--- config.mk ---
export PLATFORM = sky130hd
export DESIGN_NAME = irq_commit_gate
export DESIGN_NICKNAME = d
export VERILOG_FILES = /design/src/rtl/irq_gate_pkg.sv /design/src/rtl/irq_gate_ctrl.sv /design/src/rtl/irq_gate_dp.sv /design/src/rtl/irq_commit_gate.sv
export SDC_FILE = /design/constraint.sdc
export NUM_CORES = 1
export LEC_CHECK = 0
export ABC_AREA = 0
export CAP_MARGIN = 15
export CORE_MARGIN = 4
export CORE_UTILIZATION = 38
export CTS_CLUSTER_SIZE = 8
export DETAILED_ROUTE_END_ITERATION = 10
export DONT_BUFFER_PORTS = 1
export GPL_ROUTABILITY_DRIVEN = 0
export RECOVER_POWER = 100
export SLEW_MARGIN = 20
export SYNTH_ARGS = -nofsm -noshare
export SYNTH_HDL_FRONTEND = slang
export SYNTH_HIERARCHICAL = 1
export SYNTH_SLANG_ARGS = --single-unit
--- constraint.sdc ---
create_clock -name clk -period 1.6 [get_ports clk]
set_input_delay 0.08 -clock clk [delete_from_list [all_inputs] [get_ports clk]]
set_output_delay 0.08 -clock clk [all_outputs]
set_load 0.05 [all_outputs]
--- src/rtl/irq_gate_pkg.sv ---
package irq_gate_pkg;
  localparam int unsigned CAUSE_W_DEF = 8;

  typedef struct packed {
    logic latchEn;
    logic takeEn;
  } ctlStrobes_t;
endpackage

--- src/rtl/irq_gate_ctrl.sv ---
module irq_gate_ctrl
  import irq_gate_pkg::*;
(
  input  logic        clk,
  input  logic        rst,
  input  logic        irqEnable,
  input  logic        irqReq,
  input  logic        irqCauseValid,
  input  logic        trapPending,
  input  logic        trapSquashBusy,
  input  logic        extSquashBusy,
  input  logic        robEmpty,
  input  logic        storesOutstanding,
  input  logic        heldValid,
  output ctlStrobes_t strobes
);
  logic sampleOk;
  logic drained;

  always_comb begin
    sampleOk = irqEnable && irqReq && irqCauseValid &&
               !trapPending && !trapSquashBusy && !extSquashBusy;
    drained  = robEmpty && !storesOutstanding;
    // latched path wins over the sampling path
    strobes.takeEn  = heldValid && drained;
    strobes.latchEn = !heldValid && sampleOk;
  end


  no_sample_while_held_chk: assert property (@(posedge clk) disable iff (rst)
    heldValid |-> !strobes.latchEn);


  take_needs_drain_chk: assert property (@(posedge clk) disable iff (rst)
    strobes.takeEn |-> (robEmpty && !storesOutstanding));
endmodule

--- src/rtl/irq_gate_dp.sv ---
module irq_gate_dp
  import irq_gate_pkg::*;
#(
  parameter int unsigned CAUSE_W = CAUSE_W_DEF
) (
  input  logic               clk,
  input  logic               rst,
  input  ctlStrobes_t        strobes,
  input  logic [CAUSE_W-1:0] irqCause,
  output logic               heldValid,
  output logic               takeStrobe,
  output logic [CAUSE_W-1:0] takeCause
);
  logic [CAUSE_W-1:0] heldCause;

  always_ff @(posedge clk) begin
    if (rst) begin
      heldValid  <= 1'b0;
      heldCause  <= '0;
      takeStrobe <= 1'b0;
      takeCause  <= '0;
    end else begin
      takeStrobe <= strobes.takeEn;
      if (strobes.takeEn) begin
        takeCause <= heldCause;
        heldValid <= 1'b0;
      end else if (strobes.latchEn) begin
        heldCause <= irqCause;
        heldValid <= 1'b1;
      end
    end
  end


  held_cause_stable_chk: assert property (@(posedge clk) disable iff (rst)
    (heldValid && $past(heldValid) && !$past(rst)) |-> $stable(heldCause));


  take_single_chk: assert property (@(posedge clk) disable iff (rst)
    takeStrobe |=> !takeStrobe);
endmodule

--- src/rtl/irq_commit_gate.sv ---
module irq_commit_gate
  import irq_gate_pkg::*;
#(
  parameter int unsigned CAUSE_W = CAUSE_W_DEF
) (
  input  logic               clk,
  input  logic               rst,
  input  logic               irqEnable,
  input  logic               irqReq,
  input  logic               irqCauseValid,
  input  logic [CAUSE_W-1:0] irqCause,
  input  logic               trapPending,
  input  logic               trapSquashBusy,
  input  logic               extSquashBusy,
  input  logic               robEmpty,
  input  logic               storesOutstanding,
  output logic               fetchHold,
  output logic               takePulse,
  output logic [CAUSE_W-1:0] takeCause,
  output logic               squashPulse,
  output logic               clearPulse
);
  ctlStrobes_t strobes;
  logic        heldValid;
  logic        takeStrobe;

  irq_gate_ctrl u_ctrl (
    .clk(clk), .rst(rst),
    .irqEnable(irqEnable), .irqReq(irqReq), .irqCauseValid(irqCauseValid),
    .trapPending(trapPending), .trapSquashBusy(trapSquashBusy),
    .extSquashBusy(extSquashBusy), .robEmpty(robEmpty),
    .storesOutstanding(storesOutstanding),
    .heldValid(heldValid), .strobes(strobes)
  );

  irq_gate_dp #(.CAUSE_W(CAUSE_W)) u_dp (
    .clk(clk), .rst(rst), .strobes(strobes), .irqCause(irqCause),
    .heldValid(heldValid), .takeStrobe(takeStrobe), .takeCause(takeCause)
  );

  assign fetchHold   = heldValid;
  assign takePulse   = takeStrobe;
  assign squashPulse = takeStrobe;
  assign clearPulse  = takeStrobe;


  accept_gated_chk: assert property (@(posedge clk) disable iff (rst)
    ($rose(fetchHold) && !$past(rst)) |->
      $past(irqEnable && irqReq && irqCauseValid && !trapPending &&
            !trapSquashBusy && !extSquashBusy));


  take_after_drain_chk: assert property (@(posedge clk) disable iff (rst)
    ($rose(takePulse) && !$past(rst)) |->
      $past(fetchHold && robEmpty && !storesOutstanding));


  hold_until_take_chk: assert property (@(posedge clk) disable iff (rst)
    (fetchHold && !(robEmpty && !storesOutstanding)) |=> fetchHold);


  hold_drops_on_take_chk: assert property (@(posedge clk) disable iff (rst)
    takePulse |-> !fetchHold);


  pulses_aligned_chk: assert property (@(posedge clk) disable iff (rst)
    (takePulse == squashPulse) && (takePulse == clearPulse));
endmodule

## Word-level counts from Yosys, hierarchy flattened

Index checks and enable logic that the tools add are counted.

- Register bits after elaboration: 18
- Input bits: 18
- Output and inout bits: 12
- Logic and storage cells: 20

- Bitwise gates (word level): 1
- Reduce and logical (&&, ||, !) cells: 15

Operator list:

| cell | number |
|---|---|
| logical AND 1 bit | 8 |
| logical NOT 1 bit | 5 |
| AND reduction 2 bit | 1 |
| OR reduction 2 bit | 1 |
| inverter 1 bit | 1 |

## Depth between registers and ports, before layout

- Depth in word-level cells: 7
- Mapped depth: 6
- Mapped depth without buffers: 4

## Cells and area by module

The synthesis kept the hierarchy.

Modules (own cells, without submodules):

| module | times used | cells each | area an instance (µm²) | sequential area each (µm²) |
|---|---|---|---|---|
| irq_gate_dp | 1 | 66 | 730.7 | 360.3 |
| irq_gate_ctrl | 1 | 4 | 22.5 | 0.0 |
| irq_commit_gate | 1 | 2 | 15.0 | 0.0 |

## Worst setup path before layout

Ideal clock, no wire load.

- Kind: flip-flop to flip-flop
- From: reg u_dp.heldValid
- To: reg u_dp.heldCause[2]
- Library setup time: 0.119 ns
- Data arrival time: 1.361 ns
- Data required time: 1.481 ns
- Slack: 0.120 ns
- Stages on the path, launching flop included: 5
- Path buffers: 0
- Period minus slack after synthesis: 1.480 ns
- Cell sequence: dfxtp_1 -> nor4_1 -> and4_1 -> and2b_4 -> o21ai_1

RTL lines:

| what | line | text |
|---|---|---|
| from (decl) | irq_gate_dp.sv:10 | `output logic heldValid,` |
| from (signal assigned) | irq_gate_dp.sv:18 | `heldValid <= 1'b0;` |
| from (signal assigned) | irq_gate_dp.sv:26 | `heldValid <= 1'b0;` |
| from (signal assigned) | irq_gate_dp.sv:29 | `heldValid <= 1'b1;` |
| to (signal assigned) | irq_gate_dp.sv:28 | `heldCause <= irqCause;` |
| to (decl) | irq_gate_dp.sv:14 | `logic [CAUSE_W-1:0] heldCause;` |

==> impl_metrics.py <==
metrics = {
    "run_status": {
        "status": "finished clean",
    },
    "clocking": {
        "cts_tree": "yes",
        "clk_path_buf_depth": 2,
        "cts_resized": 0,
        "hold_buffers": 9,
        "cts_setup_buffers": 0,
        "clockRootBuffer": "clkbuf_4",
        "clk_latency_ps": 280,
        "cts_buffers": 3,
        "cts_sinks": 18,
        "clk_pin_slew_worst_paths_ps": 100,
        "cts_max_level": 1,
    },
    "sta": {
        "whs_ps": 191,
        "drv_slew": 0,
        "worst_pin_slew_ps": 804,
        "fin_crit_sh_pct": 84.6,
        "maxSlewHeadroom_pct": 46.6,
        "rsz0062_at_grt": "no",
        "fin_setup_tns_ps": 0,
        "max_freq_mhz": 739,
        "period_minus_slack_ps": 1350,
        "fin_skew_ps": 1.40,
        "hold_viol": 0,
        "fin_ws_ps": 247,
        "finalSetupViolCount": 0,
    },
    "drt": {
        "drc": 0,
        "antenna_left": 0,
        "drtIter0Drc": 4,
        "vias": 565,
        "drt_pass1_iterations": 3,
        "vias_per_cell": 4.79,
        "post_drt_wl_per_cell_um": 12.3,
        "drt_wl_total_um": 1460,
    },
    "power": {
        "p_leak_nw": 0.301,
        "powerDensity_nw_per_um2": 833,
        "total_power_uw": 764,
        "vdd_drop_max_mv": 0.470,
    },
    "critical_path": {
        "path_cells": "nor4_1 > and4_1 > clkbuf_1 > nand4bb_1 > o21ai_2",
        "critPathMaxStageDelay_ps": 340,
        "rr_worst_depth": 5,
        "slowest_stage": "and4_1",
        "cp_num_buf_inv": 1,
        "arrival_ps": 1580,
        "cp-start-kind": "flop",
        "reg2reg_slack_ps": 250,
        "cp-end-kind": "flop",
        "required_ps": 1830,
        "crit_type": "reg -> reg",
        "cp_num_cells": 5,
        "path_delay_family": "simple AND/OR/NAND/NOR gates",
        "cp_max_fo": 6,
    },
    "layout": {
        "final_core_util_pct": 47.2,
        "area_growth_pct": 19.4,
        "fillCellCount": 203,
        "design_area_sq_um": 917,
        "stdcell_count": 118,
        "antennaDiodeCount": 0,
        "drive_above_1_share_pct": 9.89,
        "layout.nets": 110,
    },
    "synth": {
        "syn_inst": 72,
        "yosysSeqAreaShare_pct": 46.9,
        "ys_seq_elements": 18,
        "yosysWarnings": 6,
        "synth_cell_types": 16,
        "syn_area_sq_um": 768,
        "syn_area_per_cell_sq_um": 10.7,
        "syn_nets": 90,
    },
    "placement": {
        "placed_area_sq_um": 842,
        "io_buffers": 0,
        "pre_cts_ws_ps": 318,
        "dp.cells": 105,
    },
    "die": {
        "num_rows": 16,
        "die_h_um": 53.0,
        "boundaryPins": 30,
        "start_util_pct": 39.6,
        "core_area_sq_um": 1940,
        "dieArea_sq_um": 2810,
        "die_w_um": 53.0,
    },
    "global_routing": {
        "first_global_vias": 575,
        "antenna_found_initial": 0,
        "grt_max_degree": 27,
        "grt_overflow": 0,
        "grt_pass1_wl_um": 2530,
        "gr-usage-all-layers_pct": 12.6,
    },
    "hold_path": {
        "min-delay-path-class": "in -> reg",
        "whs_path_depth": 3,
    },
    "run": {
        "cap_violations": 0,
    },
}
==> worst paths after layout <==
| path | start | end |
|---|---|---|
| worst min register to register | u_dp/heldCause[5]$_SDFFE_PP0P_ | u_dp/heldCause[5]$_SDFFE_PP0P_ |
| worst min-delay path | irqReq | u_dp/heldCause[5]$_SDFFE_PP0P_ |
| worst max register to register | u_dp/heldValid$_SDFFE_PP0P_ | u_dp/heldCause[0]$_SDFFE_PP0P_ |
| worst max-delay path | u_dp/heldValid$_SDFFE_PP0P_ | u_dp/heldCause[0]$_SDFFE_PP0P_ |
==> synth_stat cells <==
library cell | n | share of area [%]
dfxtp_1 | 18 | 47
nand2b_1 | 8 | 6.5
nand2_1 | 1 | 0.49
nor3_2 | 1 | 1.3
and4_1 | 1 | 1.1
buf_6 | 2 | 2.9
nand4bb_1 | 8 | 12
buf_4 | 3 | 2.9
o21ai_2 | 4 | 4.6
mux2i_1 | 8 | 10
and2b_4 | 1 | 1.3
o21ai_1 | 4 | 2.6
nor2_1 | 10 | 4.9
buf_2 | 1 | 0.65
nor4_1 | 1 | 0.81
nor2b_1 | 1 | 0.81
==> routing by layer <==
layer	share of wire (%)	GRT usage [%]
met2	49	19.4
met1	43	14.9
met4	0.69	7.66
met3	6.7	4.51
met5	0	0
==> final cells by class <==
| type | count | area [sq um] | share of cell area [%] |
|---|---|---|---|
| clock buffer | 4 | 36.3 | 3.96 |
| multi-input combinational | 48 | 347 | 37.8 |
| sequential | 18 | 360 | 39.3 |
| tap | 27 | 33.8 | 3.68 |
| timing repair buffer | 21 | 140 | 15.3 |
==> kinds of logic after synthesis <==
| kind of cell | synth area share (%) |
|---|---|
| buffers and inverters | 6.51 |
| muxes | 10.4 |
| AOI/OAI and AO/OA | 7.17 |
| DFF | 46.9 |
| and+or+nand+nor | 29.0 |
==> placed cells by master, fill, tap and decap left out <==
cell | synthesis | routed
dfxtp_1 | 18 | 18
clkbuf_1 | 0 | 10
nor2_1 | 10 | 10
dlygate4sd3_1 | 0 | 9
mux2i_1 | 8 | 8
nand2b_1 | 8 | 8
nand4bb_1 | 8 | 8
o21ai_0 | 0 | 6
clkbuf_4 | 0 | 3
clkbuf_8 | 0 | 1
clkbuf_2 | 0 | 1
nor4_1 | 1 | 1
and4_1 | 1 | 1
nand2_1 | 1 | 1
and2b_4 | 1 | 1
o21ai_1 | 4 | 1
o21ai_2 | 4 | 1
nor3_2 | 1 | 1
nor2b_1 | 1 | 1
buf_4 | 3 | 1
==> state kept, by name (all words and copies together) (netlist names) <==
| signal | flops |
|---|---|
| u_dp/takeCause | 8 |
| u_dp/heldValid | 1 |
| u_dp/takeStrobe | 1 |
| u_dp/heldCause | 8 |
==> where the power goes <==
| part | internal, mW | switching, mW |
|---|---|---|
| registers | 0.450 | 0.000936 |
| logic | 0.0237 | 0.0165 |
| clock network | 0.138 | 0.135 |
==> worst min-delay path, delay by kind of cell <==
kind | cells | cell delay, ps
and+or+nand+nor | 2 | 310
AOI/OAI and AO/OA | 1 | 60
Power figures use the tool's default switching activity.
